File: src/rtl/gpio_irq_bank.sv
module gpio_irq_bank #(
  parameter int LINES  = 32,
  parameter int ADDR_W = 5
) (
  input  logic              clk,
  input  logic              rst_n,
  input  logic              bus_we,
  input  logic [ADDR_W-1:0] bus_addr,
  input  logic [LINES-1:0]  bus_wdata,
  output logic [LINES-1:0]  bus_rdata,
  input  logic [LINES-1:0]  pad_in,
  output logic [LINES-1:0]  pad_out,
  output logic [LINES-1:0]  pad_oe,
  output logic              irq
);
  localparam logic [ADDR_W-1:0] IX_MODE  = ADDR_W'(0);
  localparam logic [ADDR_W-1:0] IX_DIR   = ADDR_W'(1);
  localparam logic [ADDR_W-1:0] IX_DOUT  = ADDR_W'(2);
  localparam logic [ADDR_W-1:0] IX_DIN   = ADDR_W'(3);
  localparam logic [ADDR_W-1:0] IX_STAT  = ADDR_W'(4);
  localparam logic [ADDR_W-1:0] IX_CLR   = ADDR_W'(5);
  localparam logic [ADDR_W-1:0] IX_MASK  = ADDR_W'(6);
  localparam logic [ADDR_W-1:0] IX_UNMSK = ADDR_W'(7);
  localparam logic [ADDR_W-1:0] IX_POL   = ADDR_W'(8);
  localparam logic [ADDR_W-1:0] IX_EDGE  = ADDR_W'(9);
  localparam logic [ADDR_W-1:0] IX_FILT  = ADDR_W'(10);
  localparam logic [ADDR_W-1:0] IX_SRC   = ADDR_W'(16);
  localparam logic [ADDR_W-1:0] IX_BOTH  = ADDR_W'(19);

  logic [LINES-1:0] iosel_q, dir_q, dout_q, msk_q, pol_q, edg_q, filt_q, src_q, both_q;
  logic [LINES-1:0] stat_q, sy1_q, sy2_q, sy3_q;
  logic [LINES-1:0] lvl, rise, fall, ev, clr, stat_nx;

  assign clr     = (bus_we && bus_addr == IX_CLR) ? bus_wdata : '0;
  assign lvl     = sy2_q ^ pol_q;
  assign rise    = sy2_q & ~sy3_q;
  assign fall    = ~sy2_q & sy3_q;
  assign ev      = (both_q & (rise | fall)) | (~both_q & ((~pol_q & rise) | (pol_q & fall)));
  assign stat_nx = iosel_q & ((~edg_q & lvl) | (edg_q & (ev | (stat_q & ~clr))));

  assign pad_oe  = dir_q & ~iosel_q;
  assign pad_out = dout_q & ~src_q;
  assign irq     = |(stat_q & msk_q);

  always_ff @(posedge clk or negedge rst_n) begin
    if (!rst_n) begin
      sy1_q <= '0;
      sy2_q <= '0;
      sy3_q <= '0;
      stat_q <= '0;
    end else begin
      sy1_q <= pad_in;
      sy2_q <= sy1_q;
      sy3_q <= sy2_q;
      stat_q <= stat_nx;
    end
  end

  always_ff @(posedge clk or negedge rst_n) begin
    if (!rst_n) begin
      iosel_q <= '0; dir_q <= '0; dout_q <= '0; msk_q <= '0; pol_q <= '0;
      edg_q <= '0; filt_q <= '0; src_q <= '0; both_q <= '0;
    end else if (bus_we) begin
      case (bus_addr)
        IX_MODE:  iosel_q <= bus_wdata;
        IX_DIR:   dir_q   <= bus_wdata;
        IX_DOUT:  dout_q  <= bus_wdata;
        IX_MASK:  msk_q   <= bus_wdata;
        IX_UNMSK: msk_q   <= msk_q | bus_wdata;
        IX_POL:   pol_q   <= bus_wdata;
        IX_EDGE:  edg_q   <= bus_wdata;
        IX_FILT:  filt_q  <= bus_wdata;
        IX_SRC:   src_q   <= bus_wdata;
        IX_BOTH:  both_q  <= bus_wdata;
        default: ;
      endcase
    end
  end

  always_comb begin
    case (bus_addr)
      IX_MODE: bus_rdata = iosel_q;
      IX_DIR:  bus_rdata = dir_q;
      IX_DOUT: bus_rdata = dout_q;
      IX_DIN:  bus_rdata = sy2_q;
      IX_STAT: bus_rdata = stat_q;
      IX_MASK: bus_rdata = msk_q;
      IX_POL:  bus_rdata = pol_q;
      IX_EDGE: bus_rdata = edg_q;
      IX_FILT: bus_rdata = filt_q;
      IX_SRC:  bus_rdata = src_q;
      IX_BOTH: bus_rdata = both_q;
      default: bus_rdata = '0;
    endcase
  end
endmodule

File: config.mk
export PLATFORM = sky130hd
export DESIGN_NAME = gpio_irq_bank
export DESIGN_NICKNAME = d
export VERILOG_FILES = /design/src/rtl/gpio_irq_bank.sv
export SDC_FILE = /design/constraint.sdc
export NUM_CORES = 1
export LEC_CHECK = 0
export ABC_CLOCK_PERIOD_IN_PS = 4700
export BUFFER_PORTS_ARGS = -buffer_cell sky130_fd_sc_hd__buf_2
export CAP_MARGIN = 20
export CORE_MARGIN = 3
export CORE_UTILIZATION = 35
export DETAILED_ROUTE_END_ITERATION = 8
export PLACE_DENSITY = 0.54
export SYNTH_ARGS = -nofsm -noshare
export SYNTH_HDL_FRONTEND = slang
export SYNTH_SLANG_ARGS = --single-unit
File: constraint.sdc
create_clock -name clk -period 4.7 [get_ports clk]
set_input_delay 0.235 -clock clk [delete_from_list [all_inputs] [get_ports clk]]
set_output_delay 0.235 -clock clk [all_outputs]
set_load 0.02 [all_outputs]
* Yosys cells after proc, flatten, opt, wreduce, memory -nomap -nowiden
Index checks and enable logic that the tools add are counted.
Word-level totals: input port bits 72, logic and storage cells 69, output and inout port bits 97, bits in registers 416
Cells by class: mux-type cells 3, reduce and logical (&&, ||, !) cells 13, bitwise operators 28, equality and inequality tests 12
Operators by type and width (number):
- $and 32x32->32 | 13
- $pmux 32 s11 | 1
- $not 32->32 | 8
- $or 32x32->32 | 6
- $pmux 32 s2 | 1
- $mux 32 | 1
- $reduce_or 32->1 | 1
- $xor 32x32->32 | 1
- $eq 5x3->1 const B | 4
- $reduce_and 2->1 | 9
- $eq 5x4->1 const B | 3
- $eq 5x2->1 const B | 2
- $eq 5x5->1 const B | 2
- $eq 5x1->1 const B | 1
- $logic_not 5->1 | 1
- $reduce_bool 2->1 | 1
- $logic_and 1x1->1 | 1

* Longest topological paths before layout
Gate-level depths: netlist of the first run.
depth in word-level cells 10, depth in mapped cells 7, gate-level depth less buffers 5

* Worst setup path before layout of the first run
No wires, ideal clock.
kind in2out, start in bus_addr[4], end out bus_rdata[29], stages 7, required time 4465 ps, buffers on the path 3, arrival time 1836 ps, slack 2629 ps, cell sequence buf_4 > buf_6 > clkbuf_1 > mux2i_1 > o22ai_1 > a2111oi_0 > nand3_1
Between the ends: cells in the longest elaborated chain, start to end 2, elaborated cells on any way between the ends 12, classes of those cells 10 x eq/ne; 1 x mux; 1 x reduce/logical
Ends and longest elaborated chain:
- start: declaration | RTL line 8 | input logic [ADDR_W-1:0] bus_addr,
- $eq 5x5->1, or another cell as far along | RTL line 81 | case (bus_addr)
- $pmux 32 s11 (*) | RTL line 81
- end: declaration | RTL line 10 | output logic [LINES-1:0] bus_rdata,
Mark *: on every way between the ends. The rest lies on a longest branch, timed or not.

* Worst setup path in the final report of the first run
start in bus_addr[4], end out bus_rdata[2]
Same word-level chain as after synthesis.

==> impl_metrics.py, run 1 <==
metrics = {
    "die": {
        "fp.dieW_um": 246,
        "start_util": 0.356,
        "core_um2": 56600,
        "dieArea_um2": 60400,
        "boundaryPins": 169,
        "rows": 87,
        "die_h_um": 246,
    },
    "pwr": {
        "p_leak_nw": 11.3,
        "power.density_nw_per_um2": 441,
        "peakVddDrop_mv": 0.235,
    },
    "hold_path": {
        "hold_path_depth": 2,
        "hold_start": "bus_wdata[17]",
        "hold_class": "in -> reg",
        "min_to": "msk_q[17]$_DFFE_PN0P_",
    },
    "critical_path": {
        "end_kind": "output pin",
        "cp-start-kind": "input port",
        "slowest_stage": "a2111oi_0",
        "r2r_start": "sy2_q[22]$_DFF_PN0_",
        "critPathArrivalTime_ns": 2.95,
        "crit_chain": "buf_2 > buf_4 > or3b_1 > buf_4 > nor2_8 > a2111oi_0 > nand3_1 > buf_2",
        "r2r_cells": 5,
        "max_stage_delay_ns": 0.54,
        "regToRegSetupSlack_ns": 3.19,
        "crit_buf_inv": 4,
        "crit_cells": 8,
        "crit_path_max_fanout": 25,
        "r2r-end": "stat_q[22]$_DFF_PN0_",
        "worstPathRequired_ns": 4.47,
        "worst-setup-path-type": "in -> out",
        "path_delay_family": "buffers and inverters",
    },
    "placement": {
        "routabilityCongestion": 0.842,
        "place_inst": 2483,
        "port_buffers": 168,
        "dp_hpwl_um": 42800,
        "pre_cts_ws_ns": 1.52,
    },
    "layout": {
        "fin_nets": 1948,
        "final_core_util": 0.417,
        "instances_no_fill": 2603,
        "area_growth_pct": 17.2,
        "drive_gt1_frac": 0.328,
        "diodes": 0,
        "n_fill_cell": 5387,
    },
    "global_route": {
        "antenna_found_initial": 1,
        "grt_pass1_wl_um": 98500,
        "grt_util_all_layers": 0.220,
        "overflow": 0,
        "first_global_vias": 14800,
        "grt_start_max_net_pins": 103,
    },
    "sta": {
        "timing.hold.ws_ns": 0.0335,
        "period_share": 0.677,
        "slew_viol_final": 0,
        "finalWorstSetupSlack_ns": 1.52,
        "rsz0062_at_grt": "no",
        "fmax_mhz": 314,
        "min_period_ns": 3.18,
        "relSlewSlack": 0.248,
        "tightest_slew_ns": 1.13,
        "finalHoldViolCount": 0,
        "finalSetupViolations": 0,
        "tns_ns": 0,
        "clock_skew_ns": 0.0116,
    },
    "routing": {
        "first_iter_violations": 1196,
        "routed_wirelength_um": 66600,
        "drtPass1Iterations": 8,
        "ant_nets": 0,
        "drc_errors": 0,
        "via_count": 14400,
        "wl_per_cell_um": 25.6,
        "avgViaCountPerCell": 5.55,
    },
    "clocking": {
        "clkTransAtPathRegs_ns": 0.06,
        "cts_resized": 0,
        "numCtsBuffers": 48,
        "htreeDepth": 2,
        "clock-sinks": 416,
        "clk_latency_ns": 0.58,
        "clock_path_buffers": 3,
        "tritoncts": "done",
        "root_buffer": "clkbuf_16",
    },
    "synth": {
        "synth_top_area_frac": 0.517,
        "yosysWarnings": 0,
        "syn_nets": 1774,
        "async_flop_share": 1.00,
        "synth_flop_cell": "dfrtp_1",
        "ys_ff_latch": 416,
        "synth.distinct_cells": 57,
        "synthTopCellsByArea": "dfrtp_1, mux2_2, ha_1",
        "synth_area_um2": 20100,
        "synth_edf_count": 0,
        "synth_area_per_cell_um2": 12.3,
        "yosysTopAreaCell": "dfrtp_1",
        "syn_inst": 1638,
        "ys_seq_area_frac": 0.517,
    },
    "outcome": {
        "status": "finished, final reports clean",
    },
    "flow_run": {
        "drv_cap": 0,
    },
}
## sequential cells by signal, indices dropped and copies added (netlist names)
signal,cells
filt_q,32
sy3_q,32
iosel_q,32
msk_q,32
sy1_q,32
edg_q,32
stat_q,32
pol_q,32
both_q,32
sy2_q,32
dir_q,32
src_q,32
dout_q,32
## logic make-up after synthesis
group	after synthesis	synth area share
flops	416	0.517
compound gates	295	0.0983
fa+ha+maj	64	0.0398
buf+inv	180	0.0435
xor+xnor	32	0.0139
simple gates	295	0.0858
mux	356	0.202
## power by group
part           internal (mW)  switching [mW]
Combinational          0.864           0.900
Sequential              4.18           0.603
Clock                   2.31            1.54
## placed cells by master, fill, tap and decap left out, types with 9 or more instances in the layout
cell type,netlist,routed
a222oi_1,11,11
clkbuf_16,0,49
nor2b_1,67,67
mux2_2,262,262
a31oi_1,32,32
a22o_1,34,34
nand4_1,13,13
dlygate4sd3_1,0,35
clkbuf_8,0,12
and3_1,21,21
clkbuf_1,55,9
mux2_4,30,30
nor2_1,25,23
a21oi_1,21,21
ha_1,64,64
a2111oi_0,12,12
dfrtp_1,416,416
a22oi_1,44,44
nor3_1,12,12
inv_1,64,64
o22ai_1,16,16
o21ai_0,96,96
a221oi_1,21,21
nand3_1,60,60
xor2_1,32,32
mux2i_1,60,60
buf_4,12,35
nand2_1,50,48
buf_2,27,166
## area by class of cell
cell class	instances	area, µm²	area share
clock buffers	70	1430	0.0604
clock inverters	15	185	0.00785
inverters	64	240	0.0102
multi-input cells	1042	8860	0.375
flip-flops and latches	416	10400	0.441
well taps	756	946	0.0401
repair buffers	240	1530	0.0647
## cell usage after synthesis (all sizes together) (2+ instances only)
master   instances
nand2           56
o21ai           96
xor2            32
buf             60
a222oi          11
or3b             8
a21oi           21
nor3            12
a31oi           32
a22oi           44
a211oi           2
or4b             4
or4              3
nand3b           7
inv             64
o22ai           16
nor2b           67
a221oi          21
or3              2
nand3           60
ha              64
nor3b            3
o32ai            3
a22o            34
nand4           13
mux2           295
dfrtp          416
clkbuf          56
a2111oi         12
mux2i           60
and3            21
nor2            30
nand2b           3
## worst max path at each step
stage	from	to	slack, ns
after floorplan	bus_addr[4]	bus_rdata[29]	2.63
after global placement	bus_addr[3]	bus_rdata[24]	1.43
after detailed placement	bus_addr[4]	pol_q[5]$_DFFE_PN0P_	1.52
after CTS	bus_addr[4]	bus_rdata[2]	1.56
after global routing	bus_addr[4]	bus_rdata[26]	1.37
final	bus_addr[4]	bus_rdata[2]	1.52
## worst register-to-register path: stages (launching register included)
cell and delay [ns]:
dfrtp_1 0.53, inv_1 0.09, ha_1 0.20, mux2_2 0.26, o21ai_0 0.18, a31oi_1 0.12
## repair_timing
item,CTS,global route
setup buffers,0,0
hold buffers,35,0
hold endpoints to repair,135,0
## per-stage QoR
stage                     cell area (µm²)  power [mW]
after global placement              21600        6.52
after floorplan                     20100        5.81
after global routing                23600        10.9
after CTS                           23600        10.5
after detailed placement            21600        6.58
final                               23600        10.4
## layer usage
metal  GRT usage  wire (µm)
met5           0          7
met4      0.0867       2580
met3      0.0413       4400
met2       0.346      30600
met1       0.299      29100
Power figures use the tool's default switching activity.
==> inputs of run 2 (changes only) <==
--- a/config.mk
+++ b/config.mk
@@ -5,7 +5,7 @@
 export SDC_FILE = /design/constraint.sdc
 export NUM_CORES = 1
 export LEC_CHECK = 0
-export ABC_CLOCK_PERIOD_IN_PS = 4700
+export ABC_CLOCK_PERIOD_IN_PS = 3050
 export BUFFER_PORTS_ARGS = -buffer_cell sky130_fd_sc_hd__buf_2
 export CAP_MARGIN = 20
 export CORE_MARGIN = 3
==> constraint.sdc (replaced) <==
create_clock -name clk -period 3.05 [get_ports clk]
set_input_delay 0.1525 -clock clk [delete_from_list [all_inputs] [get_ports clk]]
set_output_delay 0.1525 -clock clk [all_outputs]
set_load 0.02 [all_outputs]
==> run 2 against run 1 <==
Effect of this change:
- die area unchanged
- first-iteration DRC count increased by 6.4%
- sequential share of layout area decreased by 1.1 points
- worst hold slack improved by 0.12 ns
- core utilization increased by 1.1 points
- non-clock buffer count increased by 62
- cell count increased by 2.6%
- via count increased by 1.4%
- combinational power increased by 58%
- final area increased by 2.6%
- register-to-register slack got worse by 1.6 ns
- critical path type is now reg -> out
- largest power group unchanged
==> impl_metrics.py, run 2 (synthesized netlist as in run 1, its figures left out) <==
metrics = {
    "global_route": {
        "antenna_found_initial": 5,
        "first_global_vias": 15100,
        "grt_pass1_wl_um": 101000,
        "grt_util_all_layers": 0.223,
        "grt_start_max_net_pins": 77,
        "overflow": 0,
    },
    "sta": {
        "tns_ns": 0,
        "finalHoldViolCount": 0,
        "relSlewSlack": 0.459,
        "timing.hold.ws_ns": 0.155,
        "finalSetupViolations": 0,
        "rsz0062_at_grt": "no",
        "tightest_slew_ns": 0.811,
        "clock_skew_ns": 0.0246,
        "slew_viol_final": 0,
        "min_period_ns": 2.60,
        "period_share": 0.852,
        "fmax_mhz": 385,
    },
    "routing": {
        "ant_nets": 0,
        "drtPass1Iterations": 6,
        "wl_per_cell_um": 25.4,
        "met1_length_um": 29300,
        "drc_errors": 0,
        "via_count": 14600,
        "met2_length_um": 32000,
        "routed_wirelength_um": 67700,
        "dr_wl_met3_um": 4450,
        "avgViaCountPerCell": 5.48,
        "top_layer": "met5",
        "first_iter_violations": 1273,
    },
    "critical_path": {
        "worstPathRequired_ns": 2.90,
        "slowest_stage": "a2111oi_0",
        "end_kind": "output pin",
        "crit_buf_inv": 1,
        "crit_path_max_fanout": 5,
        "regToRegSetupSlack_ns": 1.60,
        "cp-start-kind": "flop",
        "path_delay_family": "compound AO/OA/AOI/OAI gates",
        "worst-setup-path-type": "reg -> out",
        "critPathArrivalTime_ns": 2.45,
        "crit_chain": "mux2i_1 > nor2_1 > a2111oi_0 > nand4_1 > buf_2",
        "max_stage_delay_ns": 0.56,
    },
    "pwr": {
        "p_leak_nw": 11.6,
        "peakVddDrop_mv": 0.377,
        "power.density_nw_per_um2": 657,
    },
    "clocking": {
        "htreeDepth": 2,
        "root_buffer": "clkbuf_16",
        "clkTransAtPathRegs_ns": 0.06,
        "clock_path_buffers": 3,
        "clk_latency_ns": 0.60,
        "tritoncts": "done",
        "clock-sinks": 416,
        "numCtsBuffers": 48,
    },
    "die": {
        "rows": 87,
        "start_util": 0.356,
        "core_um2": 56600,
        "dieArea_um2": 60400,
        "boundaryPins": 169,
        "fp.dieW_um": 246,
        "die_h_um": 246,
    },
    "hold_path": {
        "hold_class": "in -> async",
    },
    "layout": {
        "final_common_cell": "dfrtp_1",
        "layout_common_cells": "dfrtp_1, mux2_2, buf_2, o21ai_0, nor2b_1",
        "n_fill_cell": 5424,
        "area_growth_pct": 20.2,
        "drive_gt1_frac": 0.335,
        "fin_nets": 2010,
    },
    "placement": {
        "port_buffers": 168,
        "dp_hpwl_um": 46000,
        "routabilityCongestion": 0.866,
    },
    "outcome": {
        "status": "finished, final reports clean",
    },
    "flow_run": {
        "drv_cap": 0,
    },
}
## run 2: what timing repair did
| item | 4_1_cts | 5_1_grt |
|---|---|---|
| hold buffers | 65 | 0 |
| endpoints found under the hold margin | 373 | 0 |
| resized for setup | 0 | 0 |
| setup endpoints to repair | 0 | 0 |
| buffers inserted | 0 | 0 |
## run 2: per-stage QoR
| stage | setup WS (ns) | cells | power, mW | util | cell area (µm²) |
|---|---|---|---|---|---|
| 6_report | 0.452 | 2671 | 15.9 | 0.427 | 24200 |
| 5_1_grt | 0.348 | 2668 | 16.6 | 0.427 | 24200 |
| 4_1_cts | 0.495 | 2668 | 16.0 | 0.427 | 24200 |
| 3_5_place_dp | 0.553 | 2515 | 10.2 | 0.388 | 22000 |
| 3_3_place_gp | 0.584 | 2515 | 10.1 | 0.388 | 22000 |
| 2_1_floorplan | 1.14 | 1638 | 8.95 | - | 20100 |
## run 2: final timing paths
check / startpoint / to / cells past startpoint
max in group asynchronous: rst_n / iosel_q[2]$_DFFE_PN0P_ / 3
hold reg to reg: sy1_q[31]$_DFF_PN0_ / sy2_q[31]$_DFF_PN0_ / 0
setup reg to reg: sy2_q[6]$_DFF_PN0_ / stat_q[6]$_DFF_PN0_ / 5
setup / recovery: sy2_q[28]$_DFF_PN0_ / bus_rdata[28] / 5
min in group clk: pad_in[21] / sy1_q[21]$_DFF_PN0_ / 2
hold / removal: rst_n / sy1_q[19]$_DFF_PN0_ / 2
## run 2: per-layer routing
metal	up-vias	global-route usage
li1	6427	-
met3	129	0.0454
met1	7562	0.302
met2	519	0.362
met5	-	0
met4	2	0.0677
## run 2: final cells by class
class | instances | area, µm² | share of cell area
Multi-Input combinational cell | 1042 | 8860 | 0.366
Timing Repair Buffer | 302 | 2170 | 0.0898
Clock inverter | 20 | 165 | 0.00683
Tap cell | 756 | 946 | 0.0391
Sequential cell | 416 | 10400 | 0.430
Antenna cell | 3 | 7.51 | 0.000310
Clock buffer | 68 | 1400 | 0.0577
Inverter | 64 | 240 | 0.00993
## run 2: report_power, final
part | internal, mW | leakage [nW] | switching [mW]
logic | 1.38 | 5.59 | 1.40
registers | 6.44 | 5.21 | 0.963
clock network | 3.35 | 0.790 | 2.36
